===== src/rtl/rseq_pkg.sv =====
package rseq_pkg;

  typedef enum logic [2:0] {
    ST_OFF  = 3'd0,
    ST_EN1  = 3'd1,
    ST_EN2  = 3'd2,
    ST_EN3  = 3'd3,
    ST_GOOD = 3'd4
  } seq_state_t;

  // {pgood, en[2:0]} for each stage
  function automatic logic [3:0] stage_drive(seq_state_t s);
    case (s)
      ST_EN1:  return 4'b0001;
      ST_EN2:  return 4'b0011;
      ST_EN3:  return 4'b0111;
      ST_GOOD: return 4'b1111;
      default: return 4'b0000;
    endcase
  endfunction

  // Qualification is met on the last cycle of an unbroken run
  function automatic logic run_complete(logic cond, logic last);
    return cond && last;
  endfunction

endpackage


===== src/rtl/rail_sync.sv =====
module rail_sync #(
  parameter int N = 4
) (
  input  logic         clk,
  input  logic         rst_n,
  input  logic [N-1:0] async_i,
  output logic [N-1:0] sync_o
);

  for (genvar b = 0; b < N; b++) begin : g_bit
    logic meta_q, stab_q;
    always_ff @(posedge clk) begin
      if (!rst_n) begin
        meta_q <= 1'b0;
        stab_q <= 1'b0;
      end else begin
        meta_q <= async_i[b];
        stab_q <= meta_q;
      end
    end
    assign sync_o[b] = stab_q;
  end

endmodule


===== src/rtl/qual_timer.sv =====
module qual_timer #(
  parameter int LIM = 16
) (
  input  logic clk,
  input  logic rst_n,
  input  logic cond_i,
  output logic met_o
);
  import rseq_pkg::*;

  localparam int W = (LIM < 2) ? 1 : $clog2(LIM);
  localparam logic [W-1:0] LAST = W'(LIM - 1);

  logic [W-1:0] cnt_q;
  logic         at_last;

  assign at_last = (cnt_q == LAST);
  assign met_o   = run_complete(cond_i, at_last);

  always_ff @(posedge clk) begin
    if (!rst_n)                cnt_q <= '0;
    else if (!cond_i || met_o) cnt_q <= '0;
    else                       cnt_q <= cnt_q + 1'b1;
  end

  // the run counter never passes its last value
  p_cnt_bound_r3: assert property (@(posedge clk) disable iff (!rst_n)
    cnt_q <= LAST);

  // a break in the condition always restarts the run
  p_break_restart_r3: assert property (@(posedge clk) disable iff (!rst_n)
    !cond_i |=> !met_o || (LIM == 1));

endmodule


===== src/rtl/seq_fsm.sv =====
module seq_fsm (
  input  logic                  clk,
  input  logic                  rst_n,
  input  logic                  long_met_i,
  input  logic                  adv_met_i,
  input  logic                  main_flt_i,
  input  logic                  ds_flt_i,
  output rseq_pkg::seq_state_t  st_o
);
  import rseq_pkg::*;

  seq_state_t st_q, st_d;

  always_comb begin
    st_d = st_q;
    case (st_q)
      ST_OFF:  if (long_met_i) st_d = ST_EN1;
      ST_EN1:  if (main_flt_i) st_d = ST_OFF; else if (adv_met_i)  st_d = ST_EN2;
      ST_EN2:  if (main_flt_i) st_d = ST_OFF; else if (adv_met_i)  st_d = ST_EN3;
      ST_EN3:  if (main_flt_i) st_d = ST_OFF; else if (long_met_i) st_d = ST_GOOD;
      ST_GOOD: if (main_flt_i) st_d = ST_OFF; else if (ds_flt_i)   st_d = ST_EN3;
      default: st_d = ST_OFF;
    endcase
  end

  always_ff @(posedge clk) begin
    if (!rst_n) st_q <= ST_OFF;
    else        st_q <= st_d;
  end

  assign st_o = st_q;

  // leaving the off state only ever lands in the first stage
  p_off_exit_r3: assert property (@(posedge clk) disable iff (!rst_n)
    (st_q == ST_OFF) |=> (st_q == ST_OFF || st_q == ST_EN1));

  // power good is only ever left towards stage 3 or off
  p_good_exit_r9: assert property (@(posedge clk) disable iff (!rst_n)
    (st_q == ST_GOOD) |=> (st_q == ST_GOOD || st_q == ST_EN3 || st_q == ST_OFF));

endmodule


===== src/rtl/rail_seq_ctrl.sv =====
module rail_seq_ctrl #(
  parameter int RAILS     = 4,
  parameter int LONG_CYC  = 23_750_000,
  parameter int SHORT_CYC = 3_750
) (
  input  logic             clk,
  input  logic             rst_n,
  input  logic [RAILS-1:0] rail_ok_i,
  output logic [RAILS-2:0] en_o,
  output logic             pgood_o
);
  import rseq_pkg::*;

  localparam int NEN = RAILS - 1;
  localparam logic [NEN-1:0] EN_ALL = '1;

  logic [RAILS-1:0] ok_s;
  seq_state_t       st;

  // Named events for the assertions
  logic long_cond, adv_cond, main_cond, ds_cond;
  logic long_met,  adv_met,  main_flt,  ds_flt;
  logic [3:0] drv;

  rail_sync #(.N(RAILS)) u_sync (
    .clk(clk), .rst_n(rst_n), .async_i(rail_ok_i), .sync_o(ok_s)
  );

  assign long_cond = ((st == ST_OFF) && ok_s[0]) || ((st == ST_EN3) && (&ok_s));
  assign adv_cond  = ok_s[0] && (((st == ST_EN1) && ok_s[1]) ||
                                 ((st == ST_EN2) && ok_s[2]));
  assign main_cond = (st != ST_OFF) && !ok_s[0];
  assign ds_cond   = (st == ST_GOOD) && !(&ok_s[RAILS-1:1]);

  qual_timer #(.LIM(LONG_CYC)) u_long (
    .clk(clk), .rst_n(rst_n), .cond_i(long_cond), .met_o(long_met)
  );
  qual_timer #(.LIM(SHORT_CYC)) u_adv (
    .clk(clk), .rst_n(rst_n), .cond_i(adv_cond), .met_o(adv_met)
  );
  qual_timer #(.LIM(SHORT_CYC)) u_main (
    .clk(clk), .rst_n(rst_n), .cond_i(main_cond), .met_o(main_flt)
  );
  qual_timer #(.LIM(SHORT_CYC)) u_ds (
    .clk(clk), .rst_n(rst_n), .cond_i(ds_cond), .met_o(ds_flt)
  );

  seq_fsm u_fsm (
    .clk(clk), .rst_n(rst_n),
    .long_met_i(long_met), .adv_met_i(adv_met),
    .main_flt_i(main_flt), .ds_flt_i(ds_flt),
    .st_o(st)
  );

  assign drv     = stage_drive(st);
  assign en_o    = drv[NEN-1:0];
  assign pgood_o = drv[3];

  // the off state drives nothing
  always_comb begin
    if (st == ST_OFF) begin
      p_off_quiet_r1: assert (en_o == '0 && !pgood_o);
    end
  end

  // enables form a thermometer code, power good needs all of them
  p_thermo_r2: assert property (@(posedge clk) disable iff (!rst_n)
    (en_o == 3'b000 || en_o == 3'b001 || en_o == 3'b011 || en_o == 3'b111) &&
    (!pgood_o || en_o == EN_ALL));

  // power good rises only after a completed long qualification
  p_pg_long_r6: assert property (@(posedge clk) disable iff (!rst_n)
    $rose(pgood_o) |-> $past(long_met));

  // a qualified main-rail fault clears everything on one edge
  p_main_off_r7: assert property (@(posedge clk) disable iff (!rst_n)
    main_flt |=> (en_o == '0 && !pgood_o));

  // a downstream fault drops power good only
  p_ds_only_r9: assert property (@(posedge clk) disable iff (!rst_n)
    (ds_flt && !main_flt) |=> (en_o == EN_ALL && !pgood_o));

  // while power good, enables hold unless the main rail faults
  p_en_hold_r10: assert property (@(posedge clk) disable iff (!rst_n)
    (pgood_o && !main_flt) |=> (en_o == EN_ALL));

endmodule


===== config.mk =====
export PLATFORM = sky130hd
export DESIGN_NAME = rail_seq_ctrl
export DESIGN_NICKNAME = d
export VERILOG_FILES = /design/src/rtl/rseq_pkg.sv /design/src/rtl/rail_sync.sv /design/src/rtl/qual_timer.sv /design/src/rtl/seq_fsm.sv /design/src/rtl/rail_seq_ctrl.sv
export SDC_FILE = /design/constraint.sdc
export NUM_CORES = 1
export LEC_CHECK = 0
export BUFFER_PORTS_ARGS = -buffer_cell sky130_fd_sc_hd__clkbuf_2
export CORE_MARGIN = 5
export CORE_UTILIZATION = 45
export DETAILED_ROUTE_END_ITERATION = 8
export REMOVE_ABC_BUFFERS = 1
export SYNTH_ARGS = -nofsm -noshare
export SYNTH_HDL_FRONTEND = slang
export SYNTH_SLANG_ARGS = --single-unit

===== constraint.sdc =====
create_clock -name clk -period 2.9 [get_ports clk]
set_clock_uncertainty 0.1 [all_clocks]
set_input_delay 0.145 -clock clk [delete_from_list [all_inputs] [get_ports clk]]
set_output_delay 0.145 -clock clk [all_outputs]
set_load 0.03 [all_outputs]

==> results of run 1 <==
==> logic make-up (layout without fill, tap and decap cells) <==
family          Yosys count  in the layout  synth area share, %
xor+xnor                 51             51                 14.1
compound gates           22             22                 4.51
flops                    72             72                 45.6
simple gates            183            183                 30.9
fa+ha+maj                 7              7                 2.77
buf+inv                  17             38                 2.10
==> cell usage in the layout, fill, tap and decap left out, drive strengths merged, types with 7 or more instances in the layout <==
| cell | n |
|---|---|
| and2 | 8 |
| and3 | 19 |
| clkbuf | 24 |
| dfxtp | 72 |
| ha | 7 |
| inv | 8 |
| nand2 | 23 |
| nand3 | 18 |
| nand4 | 16 |
| nor2 | 62 |
| o21ai | 7 |
| xnor2 | 20 |
| xor2 | 31 |
==> synthesized netlist by cell type (2+ instances only) <==
| library cell | count | area [um^2] |
|---|---|---|
| nand4b_1 | 2 | 17.5 |
| o21ai_0 | 7 | 35.0 |
| xnor2_1 | 20 | 175 |
| nor3_1 | 4 | 20.0 |
| nor4bb_1 | 4 | 40.0 |
| nand2_1 | 23 | 86.3 |
| nor4_1 | 2 | 12.5 |
| a21oi_1 | 5 | 25.0 |
| clkbuf_1 | 7 | 26.3 |
| or3_1 | 3 | 18.8 |
| a21boi_0 | 2 | 15.0 |
| and4_1 | 6 | 52.6 |
| nand2b_1 | 2 | 12.5 |
| xor2_1 | 31 | 272 |
| nand3b_1 | 4 | 30.0 |
| dfxtp_1 | 72 | 1440 |
| and3_1 | 19 | 119 |
| a21o_2 | 2 | 17.5 |
| and2_1 | 8 | 50.1 |
| inv_1 | 8 | 30.0 |
| nor2b_1 | 4 | 25.0 |
| nand4_1 | 15 | 93.8 |
| buf_2 | 2 | 10.0 |
| nand3_1 | 18 | 90.1 |
| ha_1 | 7 | 87.6 |
| nor2_1 | 62 | 233 |
==> worst paths after layout <==
path | start | to | slack, ns | depth (start not counted)
setup reg to reg | u_long.cnt_q[7] | u_fsm.st_o[0] | 0.81 | 5
hold / removal | rst_n | u_sync.g_bit[3].meta_q | 0.12 | 2
setup / recovery | u_long.cnt_q[7] | u_fsm.st_o[0] | 0.81 | 5
hold reg to reg | u_sync.g_bit[0].meta_q | u_sync.g_bit[0].stab_q | 0.34 | 1
==> state kept, by name, indices dropped and copies added (netlist names) <==
signal / cells
u_sync.g_bit.stab_q: 4
u_long.cnt_q: 25
u_fsm.st_o: 3
u_ds.cnt_q: 12
u_sync.g_bit.meta_q: 4
u_adv.cnt_q: 12
u_main.cnt_q: 12
==> layer usage <==
layer  vias to the layer above  share of wire, %  GRT usage [%]
li1                       1232                 -              -
met5                         -                 0              0
met3                         6               3.9           5.21
met1                      1087                51           17.8
met4                         0               1.1           3.25
met2                        18                44           22.9
==> layout make-up <==
class                   instances  area, um^2
inverters                       8        30.0
multi-input cells             263        1650
fillers                       696        3320
clock buffers                  15         166
flip-flops and latches         72        1440
repair buffers                 15         100
well taps                      96         120
==> power breakdown <==
part	leakage [nW]	total (mW)	internal (mW)	switching (mW)
sequential	0.581	0.996	0.994	0.00217
combinational	0.556	0.0197	0.0105	0.00926
clock	0.0838	0.681	0.355	0.326
==> what timing repair did <==
action / CTS / global route
endpoints found under the hold margin: 4 / 0
hold buffers: 4 / 0
setup endpoints to repair: 0 / 0
==> worst register-to-register path: stages, from the launching register on <==
cell and delay (ns):
dfxtp_1 0.36, or4b_1 0.55, nor4_2 0.36, nand4_2 0.20, a211o_1 0.34, a21oi_2 0.12
==> results.sh, run 1 <==
export IMPL_finalNonFillerCells=469
export IMPL_leakagePower_nw=1.22
export IMPL_path_clk_slew_ns=0.07
export IMPL_placed_area_um2=3300
export IMPL_overflow=0
export IMPL_final_util_pct=51.4
export IMPL_grt_util_all_layers_pct=14.1
export IMPL_yosys_warnings=0
export IMPL_ys_seq_area_share_pct=45.6
export IMPL_num_rows=30
export IMPL_vias=2343
export IMPL_total_power_mw=1.70
export IMPL_cts_sinks=72
export IMPL_final_antenna_net_count=0
export IMPL_rsz0062_at_grt="no"
export IMPL_period_share_pct=72.0
export IMPL_start_util_pct=46.3
export IMPL_detail_route_wl_per_cell_um=11.6
export IMPL_slowest_delay_ns=0.55
export IMPL_cts_tree="done"
export IMPL_synth_async_sr_flop_share_pct=0
export IMPL_criticalPathCategory="reg2reg"
export IMPL_die_height_um=93.8
export IMPL_yosysUniqueCellTypes=39
export IMPL_synth_seq_cells=72
export IMPL_diodes=0
export IMPL_critical_path_arrival_ns=2.26
export IMPL_hold_viol=0
export IMPL_insertion_delay_ns=0.33
export IMPL_path_cells="or4b_1 -> nor4_2 -> nand4_2 -> a211o_1 -> a21oi_2"
export IMPL_drt_total_wl_um=5460
export IMPL_grt_start_max_net_pins=15
export IMPL_first_pass_iters=4
export IMPL_syn_inst=352
export IMPL_die_area_um2=8800
export IMPL_worst_slack_ns=0.813
export IMPL_grt_pass1_vias=2298
export IMPL_io_buffers=9
export IMPL_post_cts_buffers=0
export IMPL_htreeDepth=3
export IMPL_ctsLongestPathBuffers=2
export IMPL_cts_root_buf="clkbuf_8"
export IMPL_crit_fanout=6
export IMPL_critPathBufInv=0
export IMPL_grt_antenna_before_repair=0
export IMPL_yosys_most_used_dff="dfxtp_1"
export IMPL_vdd_drop_max_v=0.000236
export IMPL_required_ns=3.07
export IMPL_top_level_ports=10
export IMPL_finalMaxSlewViolations=0
export IMPL_die_w_um=93.8
export IMPL_max_slew_margin_pct=59.5
export IMPL_worst_setup_path_start_kind="register"
export IMPL_cts_made_buffers=9
export IMPL_post_cts_resized=0
export IMPL_finalInstanceArea_um2=3510
export IMPL_hold_path_class="in2reg"
export IMPL_post_place_cells=450
export IMPL_vias_per_cell=5.00
export IMPL_max_freq_mhz=479
export IMPL_post_route_min_period_ns=2.09
export IMPL_grt_pass1_wl_um=10200
export IMPL_syn_area_per_cell_um2=8.98
export IMPL_hold_ws_ns=0.123
export IMPL_synth_edf_count=0
export IMPL_worst_path_max_delay_cell="or4b_1"
export IMPL_setup_tns_ns=0
export IMPL_crit_family="simple AND/OR/NAND/NOR gates"
export IMPL_drtIter0Drc=67
export IMPL_drive_gt1_share_pct=7.51
export IMPL_hpwl_um=3800
export IMPL_area_growth_pct=11.1
export IMPL_drv_cap=0
export IMPL_gp_congestion=0.759
export IMPL_end_kind="register"
export IMPL_post_place_ws_ns=0.808
export IMPL_core_area_um2=6830
export IMPL_status="finished, final reports clean"
export IMPL_nNetsFinal=382
export IMPL_post_route_drc_count=0
export IMPL_power_density_nw_per_um2=483
export IMPL_setup_violations_final=0
export IMPL_worst_pin_slew_ns=0.603
export IMPL_netlist_area_um2=3160
No activity file was read; power rests on OpenSTA's default activity.
==> run 2, diff against run 1 <==
clock period = 1.9 ns   (was 2.9 ns; I/O delays follow)
==> results.sh, run 2 (synthesis gave the netlist of run 1 again) <==
export IMPL_post_route_drc_count=0
export IMPL_gp_congestion=0.774
export IMPL_die_w_um=93.8
export IMPL_crit_fanout=6
export IMPL_p_int_mw=2.08
export IMPL_worst_path_max_delay_cell="or4b_4"
export IMPL_pwr_share_clk_pct=40.2
export IMPL_post_route_min_period_ns=1.92
export IMPL_end_kind="register"
export IMPL_worst_setup_path_start_kind="register"
export IMPL_p_sw_share_pct=20.5
export IMPL_final_common_cell="dfxtp_1"
export IMPL_final_antenna_net_count=0
export IMPL_drtIter0Drc=102
export IMPL_leakagePower_nw=1.38
export IMPL_overflow=0
export IMPL_ctsLongestPathBuffers=2
export IMPL_hold_path_class="in2reg"
export IMPL_final_cell_mix="dfxtp_1, nor2_1, xor2_1"
export IMPL_top_level_ports=10
export IMPL_worst_pin_slew_ns=0.414
export IMPL_max_freq_mhz=520
export IMPL_largest_reg_flops=25
export IMPL_drt_total_wl_um=5890
export IMPL_grt_start_max_net_pins=26
export IMPL_power_density_nw_per_um2=674
export IMPL_status="finished, violations left"
export IMPL_drv_cap=0
export IMPL_comb_power_share_pct=1.8
export IMPL_finalMaxSlewViolations=0
export IMPL_vias=2461
export IMPL_io_buffers=9
export IMPL_nNetsFinal=404
export IMPL_cts_root_buf="clkbuf_8"
export IMPL_required_ns=2.04
export IMPL_finalNonFillerCells=491
export IMPL_cts_made_buffers=9
export IMPL_grt_util_all_layers_pct=14.5
export IMPL_ff2ff_path_depth=7
export IMPL_grt_antenna_before_repair=0
export IMPL_vias_per_cell=5.01
export IMPL_path_clk_slew_ns=0.07
export IMPL_violations="setup timing"
export IMPL_first_pass_iters=4
export IMPL_holdPathStages=2
export IMPL_cts_tree="done"
export IMPL_seqPwrFrac_pct=58.0
export IMPL_criticalPathCategory="reg2reg"
export IMPL_max_slew_margin_pct=72.0
export IMPL_hpwl_um=3870
export IMPL_critPathBufInv=2
export IMPL_grt_pass1_wl_um=10300
export IMPL_final_util_pct=56.9
export IMPL_diodes=0
export IMPL_insertion_delay_ns=0.34
export IMPL_path_cells="or4b_4 -> nor4_4 -> nand2_1 -> nand4_1 -> buf_6 -> clkbuf_16 -> nor2_2"
export IMPL_detail_route_wl_per_cell_um=12.0
export IMPL_vdd_drop_max_v=0.000369
export IMPL_grt_pass1_vias=2352
export IMPL_post_place_cells=468
export IMPL_die_height_um=93.8
export IMPL_worst_slack_ns=-0.0230
export IMPL_top_register="u_long.cnt_q"
export IMPL_critical_path_arrival_ns=2.06
export IMPL_htreeDepth=3
export IMPL_slowest_delay_ns=0.54
export IMPL_crit_cells=7
export IMPL_drive_gt1_share_pct=19.5
export IMPL_die_area_um2=8800
export IMPL_hold_viol=0
export IMPL_setup_violations_final=20
export IMPL_core_area_um2=6830
export IMPL_rsz0062_at_grt="yes"
export IMPL_cts_sinks=72
export IMPL_start_util_pct=46.3
export IMPL_num_rows=30
export IMPL_period_share_pct=101
export IMPL_area_growth_pct=23.0
export IMPL_crit_family="simple AND/OR/NAND/NOR gates"
export IMPL_p_sw_mw=0.538
==> run 2: worst paths after layout <==
check,from,to,slack (ns)
max,u_long.cnt_q[7],u_long.cnt_q[8],-0.02
min,rst_n,u_sync.g_bit[1].meta_q,0.06
max reg2reg,u_long.cnt_q[7],u_long.cnt_q[8],-0.02
min reg2reg,u_sync.g_bit[2].meta_q,u_sync.g_bit[2].stab_q,0.33
==> run 2: per-layer routing <==
metal  vias to the layer above  GRT usage [%]  routed length [um]
li1                       1274              -                   -
met2                        22           22.8                2780
met3                         8           5.85                 184
met5                         -              0                   0
met1                      1157           18.0                2840
met4                         0           4.69                  88
==> run 2: worst register-to-register path: stages, from the launching register on <==
cell and delay [ns]:
dfxtp_2 0.32, or4b_4 0.54, nor4_4 0.30, nand2_1 0.09
nand4_1 0.11, buf_6 0.15, clkbuf_16 0.17, nor2_2 0.04
==> run 2: power groups by stage <==
stage | Clock (mW) | Sequential, mW | Combinational (mW)
floorplan | 0 | 1.55 | 0.0111
global placement | 0 | 1.55 | 0.0244
detailed placement | 0 | 1.56 | 0.0245
CTS | 1.09 | 1.52 | 0.0309
global route | 1.16 | 1.52 | 0.0499
finish | 1.05 | 1.52 | 0.0459
==> run 2: area by class of cell <==
cell class | instances | area (um^2)
Inverter | 8 | 30.0
Multi-Input combinational cell | 263 | 1800
Fill cell | 642 | 2950
Timing Repair Buffer | 37 | 324
Clock buffer | 15 | 166
Sequential cell | 72 | 1440
Tap cell | 96 | 120
==> run 2: metrics by stage <==
| stage | hold WS (ns) | cell area [um^2] | power (mW) | TNS (ns) | setup slack, ns |
|---|---|---|---|---|---|
| floorplan | 0.117 | 3120 | 1.57 | -4.42 | -0.176 |
| global placement | 0.200 | 3450 | 1.58 | -0.0835 | -0.0691 |
| detailed placement | 0.207 | 3450 | 1.58 | -0.524 | -0.141 |
| CTS | 0.0465 | 3670 | 2.65 | -0.0521 | -0.0267 |
| global route | 0.0700 | 3890 | 2.73 | -2.41 | -0.105 |
| finish | 0.0581 | 3890 | 2.62 | -0.202 | -0.0230 |
==> run 2: repair_timing <==
action,4_1_cts,5_1_grt
hold buffers,4,0
endpoints found under the setup margin,27,28
buffers inserted,0,1
gates resized for setup,3,41
endpoints found under the hold margin,4,0
cloned,0,3
pin swaps,5,25
==> run 3, diff against run 2 <==
PLACE_DENSITY = 0.61   (was unset)
==> results.sh, run 3 (synthesis gave the netlist of run 1 again) <==
export IMPL_drv_cap=0
export IMPL_hold_viol=0
export IMPL_finalMaxSlewViolations=0
export IMPL_drt_total_wl_um=5480
export IMPL_final_cell_mix="dfxtp_1, nor2_1, xor2_1"
export IMPL_die_area_um2=8800
export IMPL_diodes=0
export IMPL_grt_pass1_vias=2211
export IMPL_htreeDepth=3
export IMPL_nNetsFinal=401
export IMPL_post_place_ws_ns=-0.125
export IMPL_gp_congestion=0.810
export IMPL_cts_sinks=72
export IMPL_post_route_min_period_ns=1.91
export IMPL_max_freq_mhz=524
export IMPL_start_util_pct=46.3
export IMPL_top_register="u_long.cnt_q"
export IMPL_drtIter0Drc=79
export IMPL_post_cts_buffers=0
export IMPL_ctsLongestPathBuffers=2
export IMPL_placed_area_um2=3460
export IMPL_insertion_delay_ns=0.34
export IMPL_path_clk_slew_ns=0.07
export IMPL_cts_tree="done"
export IMPL_ff2ff_path_depth=5
export IMPL_first_pass_iters=4
export IMPL_crit_fanout=5
export IMPL_io_buffers=9
export IMPL_cts_root_buf="clkbuf_8"
export IMPL_critical_path_arrival_ns=2.09
export IMPL_worst_slack_ns=-0.00904
export IMPL_end_kind="register"
export IMPL_max_slew_margin_pct=69.4
export IMPL_setup_tns_ns=-0.00904
export IMPL_setup_violations_final=1
export IMPL_core_area_um2=6830
export IMPL_drive_gt1_share_pct=13.0
export IMPL_worst_setup_path_start_kind="register"
export IMPL_criticalPathCategory="reg2reg"
export IMPL_violations="setup timing"
export IMPL_cts_made_buffers=9
export IMPL_final_common_cell="dfxtp_1"
export IMPL_top_level_ports=10
export IMPL_leakagePower_nw=1.33
export IMPL_hold_path_class="in2reg"
export IMPL_vias=2409
export IMPL_grt_pass1_wl_um=9780
export IMPL_area_growth_pct=16.2
export IMPL_hpwl_um=3890
export IMPL_grt_antenna_before_repair=0
export IMPL_die_w_um=93.8
export IMPL_grt_start_max_net_pins=26
export IMPL_vias_per_cell=4.95
export IMPL_rsz0062_at_grt="yes"
export IMPL_num_fill_cells=635
export IMPL_num_rows=30
export IMPL_post_route_drc_count=0
export IMPL_grt_util_all_layers_pct=13.9
export IMPL_holdPathStages=2
export IMPL_die_height_um=93.8
export IMPL_worst_pin_slew_ns=0.458
export IMPL_vdd_drop_max_v=0.000360
export IMPL_period_share_pct=100
export IMPL_largest_reg_flops=25
export IMPL_finalInstanceArea_um2=3670
export IMPL_status="finished, violations left"
export IMPL_detail_route_wl_per_cell_um=11.3
export IMPL_final_antenna_net_count=0
export IMPL_required_ns=2.08
export IMPL_overflow=0
export IMPL_power_density_nw_per_um2=697
export IMPL_rrSetupSlack_ns=-0.009
## run 3: changes by cell type in the layout (fill, tap and decap cells not counted), sizes merged
cell    delta
clkinv     +1
buf        -1
clkbuf     -4
## run 3: power breakdown
group          internal [mW]  switching [mW]  total, mW
combinational         0.0166          0.0141     0.0307
sequential              1.52         0.00334       1.52
clock                  0.495           0.514       1.01
## run 3: worst max-delay path, stage by stage, from the launching register on
cell and delay, ns:
dfxtp_2 0.33, or4bb_4 0.53, nor4_4 0.30, nand4_2 0.17, a211o_1 0.30, a21oi_2 0.11
## run 3: path summary, 6_finish.rpt
kind | from | endpoint
worst min-delay path | rst_n | u_sync.g_bit[1].meta_q
worst max-delay path | u_long.cnt_q[10] | u_fsm.st_o[0]
worst min register to register | u_sync.g_bit[0].meta_q | u_sync.g_bit[0].stab_q
worst max register to register | u_long.cnt_q[10] | u_fsm.st_o[0]
## run 3: area by class of cell
class	instances	area, um^2	share of cell area [%]
Timing Repair Buffer	34	255	6.95
Multi-Input combinational cell	263	1670	45.5
Tap cell	96	120	3.27
Clock buffer	13	149	4.05
Clock inverter	1	5.00	0.136
Inverter	8	30.0	0.818
Sequential cell	72	1440	39.3
## run 3: stage by stage
step           std cells  hold slack, ns  utilization [%]  power, mW
6_report             487          0.0644             53.8       2.56
5_1_grt              487          0.0786             53.8       2.67
4_1_cts              487          0.0412             53.7       2.60
3_5_place_dp         469           0.205             50.6       1.58
3_3_place_gp         469           0.201             50.6       1.58
2_1_floorplan        343           0.117                -       1.57
## run 3: metal layers
metal	global-route usage, %	part of all wire (%)
met2	21.9	44
met3	5.29	3.5
met4	4.45	1.5
met1	17.6	51
met5	0	0
## run 3: timing repair
action,CTS,global route
cloned,0,0
hold endpoints to repair,4,0
pin swaps,6,1
hold buffers,4,0
resized for setup,4,1
endpoints found under the setup margin,19,28
